--- src/rtl/serial_adder_pkg.sv ---
package serial_adder_pkg;
  typedef enum logic {
    SEQ_IDLE = 1'b0,
    SEQ_RUN  = 1'b1
  } seq_state_t;

  // width of a counter that must reach n-1 (at least one bit)
  function automatic int cnt_bits(input int n);
    return (n > 2) ? $clog2(n) : 1;
  endfunction
endpackage

--- src/rtl/operand_shreg.sv ---
module operand_shreg #(
  parameter int W = 4
) (
  input  logic         clk,
  input  logic         rst,
  input  logic         load,
  input  logic         shift,
  input  logic [W-1:0] pdata,
  input  logic         ser_in,
  output logic [W-1:0] q,
  output logic         lsb
);
  always_ff @(posedge clk) begin
    if (rst)        q <= '0;
    else if (load)  q <= pdata;
    else if (shift) q <= {ser_in, q[W-1:1]};
  end

  assign lsb = q[0];
endmodule

--- src/rtl/bit_full_adder.sv ---
module bit_full_adder (
  input  logic x,
  input  logic y,
  input  logic cin,
  output logic s,
  output logic cout
);
  always_comb begin
    s    = x ^ y ^ cin;
    cout = (x & y) | (cin & (x ^ y));
  end
endmodule

--- src/rtl/shift_sequencer.sv ---
module shift_sequencer
  import serial_adder_pkg::*;
#(
  parameter int W = 4
) (
  input  logic clk,
  input  logic rst,
  input  logic go,
  output logic load,
  output logic shift,
  output logic done
);
  localparam int CW = cnt_bits(W);
  localparam logic [CW-1:0] LAST = CW'(W - 1);

  seq_state_t    state;
  logic [CW-1:0] cnt;

  assign load  = go;
  assign shift = (state == SEQ_RUN) && !go;

  always_ff @(posedge clk) begin
    if (rst) begin
      state <= SEQ_IDLE;
      cnt   <= '0;
      done  <= 1'b0;
    end else if (go) begin
      state <= SEQ_RUN;
      cnt   <= '0;
      done  <= 1'b0;
    end else if (state == SEQ_RUN) begin
      if (cnt == LAST) begin
        state <= SEQ_IDLE;
        cnt   <= '0;
        done  <= 1'b1;
      end else begin
        cnt <= cnt + 1'b1;
      end
    end
  end
endmodule

--- src/rtl/serial_adder.sv ---
module serial_adder #(
  parameter int W = 4
) (
  input  logic         clk,
  input  logic         rst,
  input  logic         go,
  input  logic [W-1:0] op_a,
  input  logic [W-1:0] op_b,
  output logic [W-1:0] sum,
  output logic         carry_out,
  output logic         done
);
  logic         load, shift;
  logic         a_lsb, b_lsb, s_bit, c_next, cy;
  logic [W-1:0] a_q, b_q;

  shift_sequencer #(.W(W)) u_seq (
    .clk(clk), .rst(rst), .go(go),
    .load(load), .shift(shift), .done(done)
  );

  operand_shreg #(.W(W)) u_areg (
    .clk(clk), .rst(rst), .load(load), .shift(shift),
    .pdata(op_a), .ser_in(s_bit), .q(a_q), .lsb(a_lsb)
  );

  operand_shreg #(.W(W)) u_breg (
    .clk(clk), .rst(rst), .load(load), .shift(shift),
    .pdata(op_b), .ser_in(1'b0), .q(b_q), .lsb(b_lsb)
  );

  bit_full_adder u_fa (
    .x(a_lsb), .y(b_lsb), .cin(cy), .s(s_bit), .cout(c_next)
  );

  always_ff @(posedge clk) begin
    if (rst || load) cy <= 1'b0;
    else if (shift)  cy <= c_next;
  end

  assign sum       = a_q;
  assign carry_out = cy;

  logic unused_b;
  assign unused_b = ^b_q[W-1:1];
endmodule

--- config.mk ---
export PLATFORM = sky130hd
export DESIGN_NAME = serial_adder
export DESIGN_NICKNAME = d
export VERILOG_FILES = /design/src/rtl/serial_adder_pkg.sv /design/src/rtl/operand_shreg.sv /design/src/rtl/bit_full_adder.sv /design/src/rtl/shift_sequencer.sv /design/src/rtl/serial_adder.sv
export SDC_FILE = /design/constraint.sdc
export NUM_CORES = 1
export LEC_CHECK = 0
export BUFFER_PORTS_ARGS = -buffer_cell sky130_fd_sc_hd__buf_4
export CORE_AREA = 2 2 39 41
export DETAILED_ROUTE_END_ITERATION = 8
export DIE_AREA = 0 0 41 43
export PLACE_DENSITY_LB_ADDON = 0.25
export SYNTH_ARGS = -nofsm -noshare
export SYNTH_HDL_FRONTEND = slang
export SYNTH_SLANG_ARGS = --single-unit
--- constraint.sdc ---
create_clock -name clk -period 2.15 [get_ports clk]
set_input_delay 0.43 -clock clk [delete_from_list [all_inputs] [get_ports clk]]
set_output_delay 0.43 -clock clk [all_outputs]
set_load 0.05 [all_outputs]
==> impl_metrics.toml, run 1 <==
[floorplan]
die-area_um2 = 1760
start_util_pct = 42.4
fp.coreArea_um2 = 1380
die_y_um = 43
dieWidth_um = 41
boundaryPins = 17
rows = 14

[timing]
tightest_slew_ps = 592
layout_setup_ws_ps = 730
finalHoldViolCount = 0
finalSetupViolations = 0
finalCriticalPeriod_ps = 1420
slew_viol_final = 0
fmax_mhz = 704
min_period_over_period_pct = 66.0
rsz0062_at_grt = "false"
finClkSkew_ps = 8.48
fin_setup_tns_ps = 0
maxSlewHeadroom_pct = 60.5

[clock_network]
holdBufCountCts = 0
cts_tree = "done"
clock_latency_ps = 280
cts.path.max_buffers = 2
cts_made_buffers = 3
ctsResizeCount = 0
path_clk_slew_ps = 80
cts.sinks = 13
cts_setup_buffers = 0
cts_root_buf = "clkbuf_4"
htree_levels = 1

[power]
p_per_area_nw_per_um2 = 691
leakagePower_nw = 0.308
peakVddDrop_mv = 0.386

[final_layout]
final_common_cell = "buf_4"
areaGrowthSynthToFinish_pct = 23.9
drive_above_1_share_pct = 28.2
fin_util_pct = 52.5
instances_no_fill = 87
multiInputGateArea_um2 = 297
final_area_um2 = 727
n_antenna_cell = 0
regArea_um2 = 260
final_nets = 85
layout_common_cells = "buf_4, dfxtp_1, mux2i_1, nor2b_1, a211oi_1"
nFillCells = 127

[global_route]
grt_pass1_vias = 357
grt_pass1_wl_um = 1600
antenna_found_initial = 0
grt_overflow = 0
grt_usage_pct = 14.2
grt_max_degree = 15

[synth]
ys_seq_area_share_pct = 44.3
syn_area_um2 = 587
syn_area_per_cell_um2 = 10.7
async_reset_ff_share_pct = 0
synth_edf_count = 0
synth_ff_type = "dfxtp_1"
synth-seq-cells = 13
yosys_warnings = 0
synth_fp_nets = 68
synth_cell_types = 17
netlist_instances = 55

[placed_design]
port_buffers = 16
place_inst = 83
postPlaceCellArea_um2 = 701
pre_cts_slack_ps = 743
gp_congestion = 0.657
dp_hpwl_um = 705

[setup_path]
crit_family = "flip-flops"
crit_chain = "or3b_1 > a211oi_2"
critPathBufInv = 0
critical_path_peak_fanout = 14
crit_arrival_ps = 1610
start_kind = "flop"
crit_type = "reg2reg"
max_stage_delay_ps = 700
critPathRequiredTime_ps = 2340
endpoint_kind = "flop"
slowest_stage = "dfxtp_1"
reg2reg_slack_ps = 730

[routing]
drtIter0Drc = 4
avgViaCountPerCell = 5.02
met3_length_um = 85
wl_per_cell_um = 11.5
ant_nets = 0
highest_layer = "met3"
via_count = 437
dr.pass1.iters = 2
wl_met1_um = 482
drc = 0
wl_met2_um = 437
wl_um = 1000

[job]
maxCapViolations = 0

[run_status]
status = "finished clean"

[hold_path]
hold_path.class = "in2reg"
## metrics by stage
| step | hold WS [ps] | total power [mW] |
|---|---|---|
| floorplan | 475 | 0.333 |
| global route | 399 | 0.540 |
| detailed placement | 504 | 0.362 |
| global placement | 493 | 0.360 |
| CTS | 399 | 0.511 |
| finish | 412 | 0.503 |
## worst min-delay path: cells and delay by family
kind,cells,cell delay [ps]
and+or+nand+nor,1,50
buffers and inverters,1,100
AOI/OAI and AO/OA,1,50
## final timing paths
check | start | endpoint | cells past startpoint
worst min-delay path | op_b[3] | u_breg.q[3]$_SDFFE_PP0P_ | 3
worst max register to register | u_seq.state$_SDFF_PP0_ | u_seq.cnt[0]$_SDFFE_PP0P_ | 2
worst min register to register | u_seq.cnt[0]$_SDFFE_PP0P_ | u_seq.cnt[0]$_SDFFE_PP0P_ | 2
worst max-delay path | u_seq.state$_SDFF_PP0_ | u_seq.cnt[0]$_SDFFE_PP0P_ | 2
## layer usage
metal | GRT usage [%] | vias to the layer above
met4 | 6.00 | 0
met5 | 0 | -
li1 | - | 229
met3 | 9.42 | 0
met1 | 18.8 | 192
met2 | 17.5 | 16
## cells in the mapped netlist, types with 2 or more instances
cell | n | area (um2)
a211oi_1 | 7 | 52.6
a21oi_1 | 3 | 15.0
clkbuf_1 | 2 | 7.51
dfxtp_1 | 13 | 260
mux2i_1 | 9 | 90.1
nor2b_1 | 7 | 43.8
nor3_1 | 3 | 15.0
or3b_1 | 2 | 17.5
## registers in the layout, summed over array words and instances, names as in the netlist
| name | flops |
|---|---|
| u_seq.done | 1 |
| u_seq.state | 1 |
| u_areg.q | 4 |
| u_seq.cnt | 2 |
| carry_out | 1 |
| u_breg.q | 4 |
## cell type report
class | instances | area share [%]
tap | 16 | 2.75
inverter | 1 | 0.516
sequential | 13 | 35.8
multi-input combinational | 37 | 40.8
clock buffer | 4 | 3.61
timing repair buffer | 16 | 16.5
## cell families (layout without fill, tap and decap cells)
kind of cell               Yosys count  after routing  share of synthesized area, %
and+or+nand+nor                     15             15                          16.0
DFF                                 13             13                          44.3
AOI/OAI and AO/OA                   11             11                          13.6
muxes                                9              9                          15.4
buffers and inverters                5             21                          5.12
adders and majority gates            2              2                          5.54
## report_power, final
part | switching [mW] | internal (mW) | leakage (nW)
Combinational | 0.0448 | 0.0414 | 0.186
Sequential | 0.0148 | 0.254 | 0.107
Clock | 0.0753 | 0.0719 | 0.0150
Power figures use the tool's default switching activity.
==> inputs of run 2 (changes only) <==
--- a/config.mk
+++ b/config.mk
@@ -5,10 +5,10 @@
 export SDC_FILE = /design/constraint.sdc
 export NUM_CORES = 1
 export LEC_CHECK = 0
+export ABC_AREA = 1
 export BUFFER_PORTS_ARGS = -buffer_cell sky130_fd_sc_hd__buf_4
-export CORE_AREA = 2 2 39 41
+export CORE_UTILIZATION = 43
 export DETAILED_ROUTE_END_ITERATION = 8
-export DIE_AREA = 0 0 41 43
 export PLACE_DENSITY_LB_ADDON = 0.25
 export SYNTH_ARGS = -nofsm -noshare
 export SYNTH_HDL_FRONTEND = slang
==> constraint.sdc (replaced) <==
create_clock -name clk -period 1.3 [get_ports clk]
set_input_delay 0.26 -clock clk [delete_from_list [all_inputs] [get_ports clk]]
set_output_delay 0.26 -clock clk [all_outputs]
set_load 0.05 [all_outputs]
==> impl_metrics.toml, run 2 <==
[setup_path]
critPathRequiredTime_ps = 1530
start_kind = "flop"
ff2ff_path_depth = 5
crit_arrival_ps = 1390
crit_type = "reg2reg"
timing.rr.end = "u_areg.q[3]$_SDFFE_PP0P_"
reg2reg_slack_ps = 140
r2r-start = "carry_out$_SDFFE_PP0P_"
endpoint_kind = "flop"
critical_path_peak_fanout = 3

[timing]
fin_hold_ws_ps = 186
fin_setup_tns_ps = 0
finalCriticalPeriod_ps = 1160
min_period_over_period_pct = 89.5
finalHoldViolCount = 0
finalSetupViolations = 0
tightest_slew_ps = 328
rsz0062_at_grt = "false"
slew_viol_final = 0
fmax_mhz = 859
finClkSkew_ps = 3.61
maxSlewHeadroom_pct = 78.1

[floorplan]
rows = 13
fp.coreArea_um2 = 1300
dieWidth_um = 39.3
boundaryPins = 17
die-area_um2 = 1550
die_y_um = 39.3
start_util_pct = 46.1

[routing]
ant_nets = 0
wl_um = 1100
avgViaCountPerCell = 4.72
via_count = 547
drtIter0Drc = 7
drc = 0
wl_per_cell_um = 9.47
dr.pass1.iters = 2

[synth]
synth-seq-cells = 13
yosys.area.top_type = "dfxtp_1"
synth_mux_area_share_pct = 0
ys_seq_area_share_pct = 43.4
synth_compound_area_share_pct = 5.85
syn_area_um2 = 599
async_reset_ff_share_pct = 0
yosys.area_share.adder_pct = 5.43
synth_top_family_by_area = "simple AND/OR/NAND/NOR gates"
synth_edf_count = 0
synth_top_cell_area_share_pct = 43.4
synth_fp_nets = 96
synth.most_common_cell = "nand2_1"
yosys_warnings = 0
synth-simple-area-share_pct = 33.4
synth.area.top_cells = "dfxtp_1, nand2_1, nand3_1"
ys_top_cells_by_count = "nand2_1, nand3_1, dfxtp_1"
synth-xor-area-share_pct = 0
synth_cell_types = 16
netlist_instances = 83
synth_ff_type = "dfxtp_1"
syn_area_per_cell_um2 = 7.22

[clock_network]
cts_setup_buffers = 0
cts.sinks = 13
cts_made_buffers = 3
holdBufCountCts = 0
cts_tree = "done"
path_clk_slew_ps = 80
clock_latency_ps = 270
cts_root_buf = "clkbuf_4"
htree_levels = 1
ctsResizeCount = 0
cts.path.max_buffers = 2

[final_layout]
layout_common_cells = "nand2_1, buf_4, nand3_1, dfxtp_1, inv_1"
nFillCells = 146
drive_above_1_share_pct = 25.7
areaGrowthSynthToFinish_pct = 25.3
n_antenna_cell = 0
final_nets = 115
final_common_cell = "nand2_1"
reg_top3 = "u_areg.q (4), u_breg.q (4), u_seq.cnt (2)"

[global_route]
antenna_found_initial = 0
grt_max_degree = 13
grt_pass1_vias = 487
grt_overflow = 0
grt_usage_pct = 18.9
grt_pass1_wl_um = 1950

[power]
p_sw_share_pct = 28.1
p_int_uw = 597
p_seq_share_pct = 52.7
p_per_area_nw_per_um2 = 1110
p_switching_uw = 234
leakagePower_nw = 0.408
peakVddDrop_mv = 0.605
clkPwrFrac_pct = 29.8
combPwrFrac_pct = 17.5

[hold_path]
hold_end = "u_seq.state$_SDFF_PP0_"
worstHoldStart = "rst"
whs_path_depth = 2
hold_path.class = "in2reg"

[run_status]
status = "finished clean"

[placed_design]
gp_congestion = 0.711
dp_hpwl_um = 841
port_buffers = 16

[job]
maxCapViolations = 0
run 2: cell families (layout without fill, tap and decap cells):
family,count (synthesis),after routing
fa+ha+maj,2,2
buf+inv,16,34
compound gates,7,7
flops,13,13
simple gates,45,45
run 2: final cells by class:
cell class / instances / area [um2] / area share [%]
Multi-Input combinational cell: 54 / 268 / 35.7
Sequential cell: 13 / 262 / 34.8
Timing Repair Buffer: 17 / 128 / 17.0
Inverter: 13 / 48.8 / 6.50
Clock buffer: 4 / 26.3 / 3.50
Tap cell: 15 / 18.8 / 2.50
run 2: routing by layer:
metal	GRT usage (%)	share of wire [%]	vias up
met4	10.3	0.55	0
met1	25.7	50	240
met2	27.9	44	12
met5	0	0	-
li1	-	-	293
met3	3.41	5.2	2
run 2: how the worst max path moves through the flow:
stage | from | to | slack [ps] | depth (start not counted)
after floorplan | carry_out$_SDFFE_PP0P_ | u_areg.q[3]$_SDFFE_PP0P_ | 30 | 5
after global placement | carry_out$_SDFFE_PP0P_ | u_areg.q[3]$_SDFFE_PP0P_ | 170 | 5
after detailed placement | carry_out$_SDFFE_PP0P_ | u_areg.q[3]$_SDFFE_PP0P_ | 140 | 5
after CTS | carry_out$_SDFFE_PP0P_ | u_areg.q[3]$_SDFFE_PP0P_ | 120 | 5
after global routing | u_areg.q[0]$_SDFFE_PP0P_ | u_areg.q[3]$_SDFFE_PP0P_ | 80 | 5
final | carry_out$_SDFFE_PP0P_ | u_areg.q[3]$_SDFFE_PP0P_ | 140 | 5
run 2: stage by stage:
step / utilization [%] / worst slack (ps) / instance area [um2] / total power, mW / cells
after CTS: 57.7 / 124 / 751 / 0.840 / 116
final: 57.7 / 136 / 751 / 0.831 / 116
after global placement: 55.7 / 172 / 724 / 0.592 / 112
after global routing: 57.7 / 78.9 / 751 / 0.878 / 116
after detailed placement: 55.7 / 140 / 724 / 0.594 / 112
after floorplan: - / 31.9 / 601 / 0.543 / 83
run 2: power by group through the flow:
stage	clock [mW]	combinational, mW	sequential [mW]
floorplan	0	0.0765	0.466
global placement	0	0.145	0.447
detailed placement	0	0.147	0.448
CTS	0.255	0.147	0.438
global route	0.271	0.165	0.442
finish	0.248	0.145	0.438
run 2: critical path, cell delays in order, from the launching register on:
cell and delay [ps]:
dfxtp_2 340, fa_1 530, nand3_1 80, nand3_1 80, nand2_1 50, inv_1 40
==> inputs of run 3 (changes only) <==
--- a/config.mk
+++ b/config.mk
@@ -5,7 +5,6 @@
 export SDC_FILE = /design/constraint.sdc
 export NUM_CORES = 1
 export LEC_CHECK = 0
-export ABC_AREA = 1
 export BUFFER_PORTS_ARGS = -buffer_cell sky130_fd_sc_hd__buf_4
 export CORE_UTILIZATION = 43
 export DETAILED_ROUTE_END_ITERATION = 8
==> impl_metrics.toml, run 3 (same netlist as run 1, synthesis figures left out) <==
[run_status]
status = "finished clean"

[timing]
finalHoldViolCount = 0
rsz0062_at_grt = "false"
finalCriticalPeriod_ps = 1210
maxSlewHeadroom_pct = 83.1
slew_viol_final = 0
finClkSkew_ps = 3.48
finalSetupViolations = 0
tightest_slew_ps = 254
fmax_mhz = 829
min_period_over_period_pct = 92.8
fin_setup_tns_ps = 0

[final_layout]
areaGrowthSynthToFinish_pct = 26.7
final_common_cell = "buf_4"
layout_common_cells = "buf_4, dfxtp_1, mux2i_1, nor2b_1, a211oi_1"
nFillCells = 115
drive_above_1_share_pct = 31.5
final_area_um2 = 743
final_nets = 87
n_antenna_cell = 0
reg_top3 = "u_areg.q (4), u_breg.q (4), u_seq.cnt (2)"

[placed_design]
port_buffers = 16
dp_hpwl_um = 735
postPlaceCellArea_um2 = 717
gp_congestion = 0.688

[routing]
wl_um = 1020
ant_nets = 0
via_count = 458
drtIter0Drc = 1
wl_per_cell_um = 11.7
avgViaCountPerCell = 5.26
drc = 0
dr.pass1.iters = 2

[global_route]
grt_max_degree = 15
use_met3_pct = 3.47
grt_usage_pct = 16.7
grt_pass1_vias = 393
grt_pass1_wl_um = 1690
antenna_found_initial = 0
gr-usage-met1_pct = 24.8
grt_overflow = 0
busiest_layer = "met1"
met2_usage_pct = 22.5

[clock_network]
cts_tree = "done"
path_clk_slew_ps = 80
holdBufCountCts = 0
cts.path.max_buffers = 2
cts.sinks = 13
clock_latency_ps = 260
cts_setup_buffers = 0
htree_levels = 1
ctsResizeCount = 0
cts_made_buffers = 3
cts_root_buf = "clkbuf_4"

[setup_path]
crit_arrival_ps = 1390
critical_path_peak_fanout = 3
endpoint_kind = "flop"
critPathRequiredTime_ps = 1490
start_kind = "flop"
crit_type = "reg2reg"
crit_start = "carry_out$_SDFFE_PP0P_"
r2r-start = "carry_out$_SDFFE_PP0P_"

[floorplan]
die-area_um2 = 1520
fp.coreArea_um2 = 1190
start_util_pct = 49.5
boundaryPins = 17
die_y_um = 38.9
rows = 12
dieWidth_um = 38.9

[power]
p_per_area_nw_per_um2 = 1120
finalPower_uw = 830
leakagePower_nw = 0.319
peakVddDrop_mv = 0.749

[job]
maxCapViolations = 0

[hold_path]
hold_path.class = "in2reg"
worstHoldStart = "go"
==> run 3: changes by cell type in the layout (fill, tap and decap cells not counted), moves of 4 or more <==
cell,delta
a211oi_1,+7
inv_1,-8
mux2i_1,+9
nand2_1,-23
nand3_1,-14
nor2b_1,+7
o21ai_1,-4
==> run 3: final timing paths <==
check                           slack, ps  cells after the start                        end
worst max-delay path                   90                      3   u_areg.q[3]$_SDFFE_PP0P_
worst min-delay path                  260                      2  u_seq.cnt[0]$_SDFFE_PP0P_
worst max register to register         90                      3   u_areg.q[3]$_SDFFE_PP0P_
worst min register to register        510                      2  u_seq.cnt[0]$_SDFFE_PP0P_
==> run 3: power breakdown <==
group	total [mW]	switching [mW]	internal [mW]
combinational	0.157	0.0849	0.0725
sequential	0.434	0.0158	0.418
clock	0.238	0.119	0.118
==> run 3: final cells by class <==
cell class                      count  area, um2  area share, %
Sequential cell                    13        264           35.5
Timing Repair Buffer               18        135           18.2
Multi-Input combinational cell     37        297           39.9
Clock buffer                        4       26.3           3.54
Tap cell                           14       17.5           2.36
Inverter                            1       3.75          0.505
==> run 3: routing by layer <==
layer | part of all wire, % | vias up
li1 | - | 234
met1 | 50 | 211
met2 | 45 | 11
met3 | 4.5 | 2
met4 | 0.39 | 0
met5 | 0 | -
==> run 3: stage by stage <==
stage	hold slack, ps	worst slack [ps]	std cells	util [%]
2_1_floorplan	333	12.1	55	-
3_3_place_gp	501	95.3	83	60.4
3_5_place_dp	498	75.2	83	60.4
4_1_cts	247	58.1	87	62.7
5_1_grt	244	25.9	87	62.7
6_report	257	93.6	87	62.7
==> run 3: worst max-delay path, cell delays in order (launching register included) <==
cell,delay (ps)
dfxtp_4,360
fa_1,530
mux2i_1,70
a211oi_1,180
